### config.mk
export PLATFORM = sky130hd
export DESIGN_NAME = strobeSlave
export DESIGN_NICKNAME = d
export VERILOG_FILES = /design/src/rtl/strobeSlavePkg.sv /design/src/rtl/syncBits.sv /design/src/rtl/strobeCtrl.sv /design/src/rtl/strobeDatapath.sv /design/src/rtl/strobeSlave.sv
export SDC_FILE = /design/constraint.sdc
export NUM_CORES = 1
export LEC_CHECK = 0
export BUFFER_PORTS_ARGS = -buffer_cell sky130_fd_sc_hd__buf_4
export CELL_PAD_IN_SITES_DETAIL_PLACEMENT = 1
export CELL_PAD_IN_SITES_GLOBAL_PLACEMENT = 1
export CORE_UTILIZATION = 52
export DETAILED_ROUTE_END_ITERATION = 16
export GPL_TIMING_DRIVEN = 1
export PLACE_DENSITY = 0.88
export RECOVER_POWER = 50
export SLEW_MARGIN = 20
export SYNTH_ARGS = -nofsm -noshare
export SYNTH_HDL_FRONTEND = slang
export SYNTH_HIERARCHICAL = 1
export SYNTH_SLANG_ARGS = --single-unit
### constraint.sdc
create_clock -name clk -period 9.05 [get_ports clk]
set_clock_uncertainty 0.2 [all_clocks]
set_input_delay 1.81 -clock clk [delete_from_list [all_inputs] [get_ports clk]]
set_output_delay 1.81 -clock clk [all_outputs]
set_load 0.005 [all_outputs]
### src/rtl/strobeSlavePkg.sv
package strobeSlavePkg;

  typedef enum logic [1:0] {
    S_IDLE,
    S_RESP,
    S_BWAIT
  } slaveStateT;

  // control -> datapath strobes
  typedef struct packed {
    logic evalFirst;  // decode a cycle using the address bus
    logic evalNext;   // decode a block cycle using the cursor
    logic respOn;     // acknowledge phase active
  } ctrlStrobeT;

endpackage

### src/rtl/syncBits.sv
module syncBits #(
  parameter int WIDTH  = 3,
  parameter int STAGES = 2
) (
  input  logic             clk,
  input  logic             rstN,
  input  logic [WIDTH-1:0] rawIn,
  output logic [WIDTH-1:0] syncOut
);

  for (genvar b = 0; b < WIDTH; b++) begin : g_bit
    logic [STAGES-1:0] shiftQ;
    always_ff @(posedge clk or negedge rstN) begin
      if (!rstN) shiftQ <= '1;
      else       shiftQ <= {shiftQ[STAGES-2:0], rawIn[b]};
    end
    assign syncOut[b] = shiftQ[STAGES-1];
  end

endmodule

### src/rtl/strobeCtrl.sv
module strobeCtrl
  import strobeSlavePkg::*;
(
  input  logic       clk,
  input  logic       rstN,
  input  logic       asSyncN,
  input  logic       ds0SyncN,
  input  logic       ds1SyncN,
  input  logic       okNow,
  input  logic       blockNow,
  output ctrlStrobeT strobes,
  output logic       dtackN,
  output logic       berrN,
  output logic       asAct,
  output logic       dsAct
);

  slaveStateT stateQ;
  logic       okQ;
  logic       blkQ;

  assign asAct = !asSyncN;
  assign dsAct = !ds0SyncN || !ds1SyncN;

  always_comb begin
    strobes.evalFirst = (stateQ == S_IDLE)  && asAct && dsAct;
    strobes.evalNext  = (stateQ == S_BWAIT) && asAct && dsAct;
    strobes.respOn    = (stateQ == S_RESP)  && okQ;
  end

  always_ff @(posedge clk or negedge rstN) begin
    if (!rstN) begin
      stateQ <= S_IDLE;
      okQ    <= 1'b0;
      blkQ   <= 1'b0;
    end else begin
      unique case (stateQ)
        S_IDLE: if (strobes.evalFirst) begin
          okQ    <= okNow;
          blkQ   <= okNow && blockNow;
          stateQ <= S_RESP;
        end
        S_RESP: if (!dsAct) begin
          stateQ <= (blkQ && asAct) ? S_BWAIT : S_IDLE;
        end
        S_BWAIT: begin
          if (!asAct) begin
            stateQ <= S_IDLE;
          end else if (dsAct) begin
            okQ    <= okNow;
            blkQ   <= okNow;
            stateQ <= S_RESP;
          end
        end
        default: stateQ <= S_IDLE;
      endcase
    end
  end

  assign dtackN = !((stateQ == S_RESP) && okQ);
  assign berrN  = !((stateQ == S_RESP) && !okQ);

endmodule

### src/rtl/strobeDatapath.sv
module strobeDatapath
  import strobeSlavePkg::*;
#(
  parameter int          DEPTH     = 8,
  parameter logic [31:0] A16_BASE  = 32'h0000_4000,
  parameter logic [31:0] A24_BASE  = 32'h0020_0000,
  parameter logic [31:0] A32_BASE  = 32'h8000_0000,
  parameter logic [2:0]  PRIV_ONLY = 3'b001
) (
  input  logic        clk,
  input  logic        rstN,
  input  ctrlStrobeT  strobes,
  input  logic [31:1] addrIn,
  input  logic [5:0]  amIn,
  input  logic        writeIn,
  input  logic        ds0SyncN,
  input  logic        ds1SyncN,
  input  logic        lwordN,
  input  logic [31:0] dataIn,
  output logic        okNow,
  output logic        blockNow,
  output logic [31:0] dataOut
);

  localparam int IDX_W = $clog2(DEPTH);
  localparam int OFF_W = IDX_W + 2;

  logic [31:0]      regs [DEPTH];
  logic [OFF_W:0]   cursorQ;
  logic [31:0]      rdQ;

  logic             amValid;
  logic [1:0]       amSpace;
  logic             amPriv;
  logic [31:1]      sigAddr;
  logic [31:1]      baseSel;
  logic             hit;
  logic             privOk;
  logic             bothDs;
  logic             oneDs;
  logic [2:0]       widthBytes;
  logic [OFF_W-1:0] firstOff;
  logic [OFF_W-1:0] off;
  logic             inWin;
  logic             aligned;
  logic             doEval;
  logic [1:0]       lane;
  logic [3:0]       wrMask;
  logic [31:0]      wrWord;
  logic [31:0]      widthMask;
  logic [IDX_W-1:0] idx;

  // modifier decode: space 0 = 16-bit, 1 = 24-bit, 2 = 32-bit
  always_comb begin
    amValid = 1'b1;
    amSpace = 2'd2;
    unique case (amIn)
      6'h2D, 6'h29:                             amSpace = 2'd0;
      6'h3F, 6'h3E, 6'h3D, 6'h3B, 6'h3A, 6'h39: amSpace = 2'd1;
      6'h0F, 6'h0E, 6'h0D, 6'h0B, 6'h0A, 6'h09: amSpace = 2'd2;
      default:                                  amValid = 1'b0;
    endcase
  end
  assign amPriv   = amIn[2];
  assign blockNow = amValid && (amIn[1:0] == 2'b11);
  assign privOk   = amPriv || !PRIV_ONLY[amSpace];

  always_comb begin
    unique case (amSpace)
      2'd0:    begin sigAddr = {16'h0, addrIn[15:1]}; baseSel = {16'h0, A16_BASE[15:1]}; end
      2'd1:    begin sigAddr = {8'h0,  addrIn[23:1]}; baseSel = {8'h0,  A24_BASE[23:1]}; end
      default: begin sigAddr = addrIn;                baseSel = A32_BASE[31:1];          end
    endcase
  end
  assign hit = (sigAddr[31:OFF_W] == baseSel[31:OFF_W]);

  // width from strobes
  assign bothDs = !ds0SyncN && !ds1SyncN;
  assign oneDs  = ds0SyncN ^ ds1SyncN;
  always_comb begin
    if (bothDs)             widthBytes = lwordN ? 3'd2 : 3'd4;
    else if (oneDs && lwordN) widthBytes = 3'd1;
    else                    widthBytes = 3'd0;
  end

  assign firstOff = {sigAddr[OFF_W-1:1], oneDs && !ds0SyncN};
  assign off      = strobes.evalNext ? cursorQ[OFF_W-1:0] : firstOff;
  assign inWin    = strobes.evalNext ? !cursorQ[OFF_W] : (amValid && privOk && hit);

  always_comb begin
    unique case (widthBytes)
      3'd4:    aligned = (off[1:0] == 2'b00);
      3'd2:    aligned = !off[0];
      default: aligned = 1'b1;
    endcase
  end

  assign okNow  = (widthBytes != 3'd0) && aligned && inWin;
  assign doEval = strobes.evalFirst || strobes.evalNext;

  // lane steering
  assign lane = off[1:0];
  assign idx  = off[OFF_W-1:2];
  always_comb begin
    unique case (widthBytes)
      3'd4:    begin wrMask = 4'b1111; widthMask = 32'hFFFF_FFFF; end
      3'd2:    begin wrMask = 4'b0011 << lane; widthMask = 32'h0000_FFFF; end
      default: begin wrMask = 4'b0001 << lane; widthMask = 32'h0000_00FF; end
    endcase
  end
  assign wrWord = dataIn << {lane, 3'b000};

  always_ff @(posedge clk or negedge rstN) begin
    if (!rstN) begin
      for (int i = 0; i < DEPTH; i++) regs[i] <= '0;
      cursorQ <= '0;
      rdQ     <= '0;
    end else if (doEval) begin
      rdQ <= '0;
      if (okNow) begin
        cursorQ <= {1'b0, off} + (OFF_W+1)'(widthBytes);
        if (writeIn) begin
          for (int k = 0; k < 4; k++)
            if (wrMask[k]) regs[idx][8*k +: 8] <= wrWord[8*k +: 8];
        end else begin
          rdQ <= (regs[idx] >> {lane, 3'b000}) & widthMask;
        end
      end
    end
  end

  assign dataOut = strobes.respOn ? rdQ : '0;

endmodule

### src/rtl/strobeSlave.sv
module strobeSlave
  import strobeSlavePkg::*;
#(
  parameter int          DEPTH     = 8,
  parameter logic [31:0] A16_BASE  = 32'h0000_4000,
  parameter logic [31:0] A24_BASE  = 32'h0020_0000,
  parameter logic [31:0] A32_BASE  = 32'h8000_0000,
  parameter logic [2:0]  PRIV_ONLY = 3'b001
) (
  input  logic        clk,
  input  logic        rstN,
  input  logic [31:1] addrIn,
  input  logic [5:0]  amIn,
  input  logic        writeIn,
  input  logic        asN,
  input  logic        ds0N,
  input  logic        ds1N,
  input  logic        lwordN,
  input  logic [31:0] dataIn,
  output logic [31:0] dataOut,
  output logic        dtackN,
  output logic        berrN
);

  logic [2:0] syncW;
  ctrlStrobeT strobesW;
  logic       okW;
  logic       blockW;
  logic       asActW;
  logic       dsActW;

  syncBits #(.WIDTH(3), .STAGES(2)) i_sync (
    .clk(clk), .rstN(rstN),
    .rawIn({asN, ds1N, ds0N}),
    .syncOut(syncW)
  );

  strobeCtrl i_ctrl (
    .clk(clk), .rstN(rstN),
    .asSyncN(syncW[2]), .ds0SyncN(syncW[0]), .ds1SyncN(syncW[1]),
    .okNow(okW), .blockNow(blockW),
    .strobes(strobesW),
    .dtackN(dtackN), .berrN(berrN),
    .asAct(asActW), .dsAct(dsActW)
  );

  strobeDatapath #(
    .DEPTH(DEPTH), .A16_BASE(A16_BASE), .A24_BASE(A24_BASE),
    .A32_BASE(A32_BASE), .PRIV_ONLY(PRIV_ONLY)
  ) i_dp (
    .clk(clk), .rstN(rstN), .strobes(strobesW),
    .addrIn(addrIn), .amIn(amIn), .writeIn(writeIn),
    .ds0SyncN(syncW[0]), .ds1SyncN(syncW[1]), .lwordN(lwordN),
    .dataIn(dataIn), .okNow(okW), .blockNow(blockW), .dataOut(dataOut)
  );

endmodule

==> impl_metrics.yaml <==
outcome:
  status: "finished with violations"
  violations: "max-capacitance violations, max-slew violations"
setup_path:
  ff2ff_path_depth: 11
  reg2reg_slack_ns: 2.42
  r2r_end: "i_dp/regs[70]"
  critPathMaxFanout: 53
  cp-endpoint: "i_dp/regs[70]"
  critPathLaunchType: "flop"
  rr_startpoint: "i_sync/g_bit[1].shiftQ[1]"
  critPathKind: "reg -> reg"
  cp.arrival_ns: 6.83
  cpMaxStageDelayCell: "clkbuf_1"
  critPathMaxStageDelay_ns: 1.11
  cp_common_cell: "buf_4"
  end_kind: "flop"
  crit_path_start: "i_sync/g_bit[1].shiftQ[1]"
  required_ns: 9.25
  crit_chain: "a211oi_4 > and2_1 > clkbuf_1 > mux2i_4 > buf_4 > inv_1 > buf_4 > nor2_2 > o21ai_1 > or4_1 > mux2_4"
cts:
  cts_setup_buffers: 0
  cts_tree: "built"
  cts_buffers: 34
  postCtsHoldBufs: 0
  clk_latency_ns: 0.52
  cts_buffer_depth: 3
  h-tree-depth: 2
  clk_root_buffer_cell: "clkbuf_16"
  clkTransAtPathRegs_ns: 0.06
  cts_resized: 0
  cts.sinks: 304
floorplanning:
  start_util: 0.532
  core-area_um2: 28900
  fp.dieW_um: 174
  ios: 110
  die-area_um2: 30200
  row_count: 62
  dieHeight_um: 174
timing:
  slew_headroom: -0.832
  hold_viol_final: 0
  post-route-period-util: 0.733
  max_slew.worst_pin.slew_ns: 2.75
  rsz0062_at_grt: "false"
  setup-tns-final_ns: 0
  finalSetupViolations: 0
  finalCriticalPeriod_ns: 6.63
  slew_viol_final: 65
  fmax_mhz: 151
routing:
  first_pass_iters: 6
  drc_errors: 0
  wl_met1_um: 21400
  top_layer_used: "met5"
  dr_wl_met2_um: 26400
  wl_um: 59200
  dr_wl_met3_um: 7520
  via_per_inst: 6.97
  postRouteAntennaNets: 0
  drtIter0Drc: 1679
  vias: 13170
  wire_per_inst_um: 31.3
grt:
  overflow: 0
  first_global_vias: 14084
  grt_pass1_wl_um: 90300
  track_usage: 0.400
  antenna_found_initial: 3
  grt_max_degree: 142
power_and_ir_drop:
  pwr_density_cell_nw_per_um2: 174
  power.total_mw: 3.05
  total_leakage_power_nw: 8.46
  ir_drop_uv: 136
placed_design:
  place_congestion: 0.937
  dpl.hpwl_um: 37800
  dp.cells: 1833
  port_buffers: 109
  placedInstanceArea_um2: 16400
flow_run:
  max_cap_viol_count: 2
layout:
  diodes: 0
  layout-drive-gt1-share: 0.233
  area_growth_pct: 14.4
  fin_cells: 1889
  design_area_um2: 17600
  n_fill_cell: 3036
  register_area_um2: 7610
  multi_input_area_um2: 7330
  nets: 1568
  final_core_util: 0.608
min_path:
  hold_path_class: "reg -> reg"
yosys:
  synthCells: 1409
  netlist_area_um2: 15300
  ys_warn_count: 6
  syn_nets: 1491
  avgSynthCellArea_um2: 10.9
==> cell usage in the layout (no fill, tap or decap), drive strengths merged, types with 28 or more instances in the layout <==
cell / n
buf: 122
mux2: 223
nor2: 60
nand2: 232
dfrtp: 298
nor3: 28
mux2i: 51
clkbuf: 60
and2: 36
o21ai: 100
==> sequential cells by signal, indices dropped and copies added (netlist names) <==
signal               count
i_dp/regs              256
i_dp/rdQ                32
i_dp/cursorQ             6
i_sync/g_bit.shiftQ      6
i_ctrl/stateQ            2
i_ctrl/blkQ              1
i_ctrl/okQ               1
==> metal layers <==
metal | vias up | global-route usage
li1 | 5214 | -
met3 | 317 | 0.148
met5 | - | 0
met1 | 6654 | 0.494
met2 | 979 | 0.607
met4 | 6 | 0.218
==> final cells by class <==
type,count,area share
clock inverter,4,0.00128
timing repair buffer,131,0.0572
sequential,304,0.434
inverter,10,0.00214
clock buffer,51,0.0609
tap,384,0.0274
multi-input combinational,1005,0.417
==> how the worst min path moves through the flow <==
stage	startpoint	end	cells after the start
after CTS	i_sync/g_bit[0].shiftQ[0]	i_sync/g_bit[0].shiftQ[1]	0
after global placement	i_sync/g_bit[2].shiftQ[0]	i_sync/g_bit[2].shiftQ[1]	0
after detailed placement	i_sync/g_bit[0].shiftQ[0]	i_sync/g_bit[0].shiftQ[1]	0
after floorplan	i_sync/g_bit[0].shiftQ[0]	i_sync/g_bit[0].shiftQ[1]	0
after global routing	i_sync/g_bit[2].shiftQ[0]	i_sync/g_bit[2].shiftQ[1]	0
final	i_sync/g_bit[2].shiftQ[0]	i_sync/g_bit[2].shiftQ[1]	0
==> per-stage QoR <==
| stage | setup slack (ns) | hold WS, ns |
|---|---|---|
| 2_1_floorplan | 4.95 | 0.145 |
| 3_3_place_gp | 3.57 | 0.145 |
| 3_5_place_dp | 3.55 | 0.147 |
| 4_1_cts | 3.60 | 0.156 |
| 5_1_grt | 2.38 | 0.158 |
| 6_report | 2.42 | 0.155 |
==> critical path: cells and delay by family (launching register included) <==
family | cells | cell delay [ns]
buffers and inverters | 4 | 2.58
and+or+nand+nor | 3 | 1.66
muxes | 2 | 0.80
AOI/OAI and AO/OA | 2 | 0.78
DFF | 1 | 0.42
==> where the power goes <==
group	internal, mW	switching, mW	total (mW)
Combinational	0.0815	0.230	0.311
Clock	0.811	0.564	1.37
Sequential	1.36	0.00296	1.37
Total	2.25	0.796	3.05
Note: power is estimated with default switching activity, not from simulation.
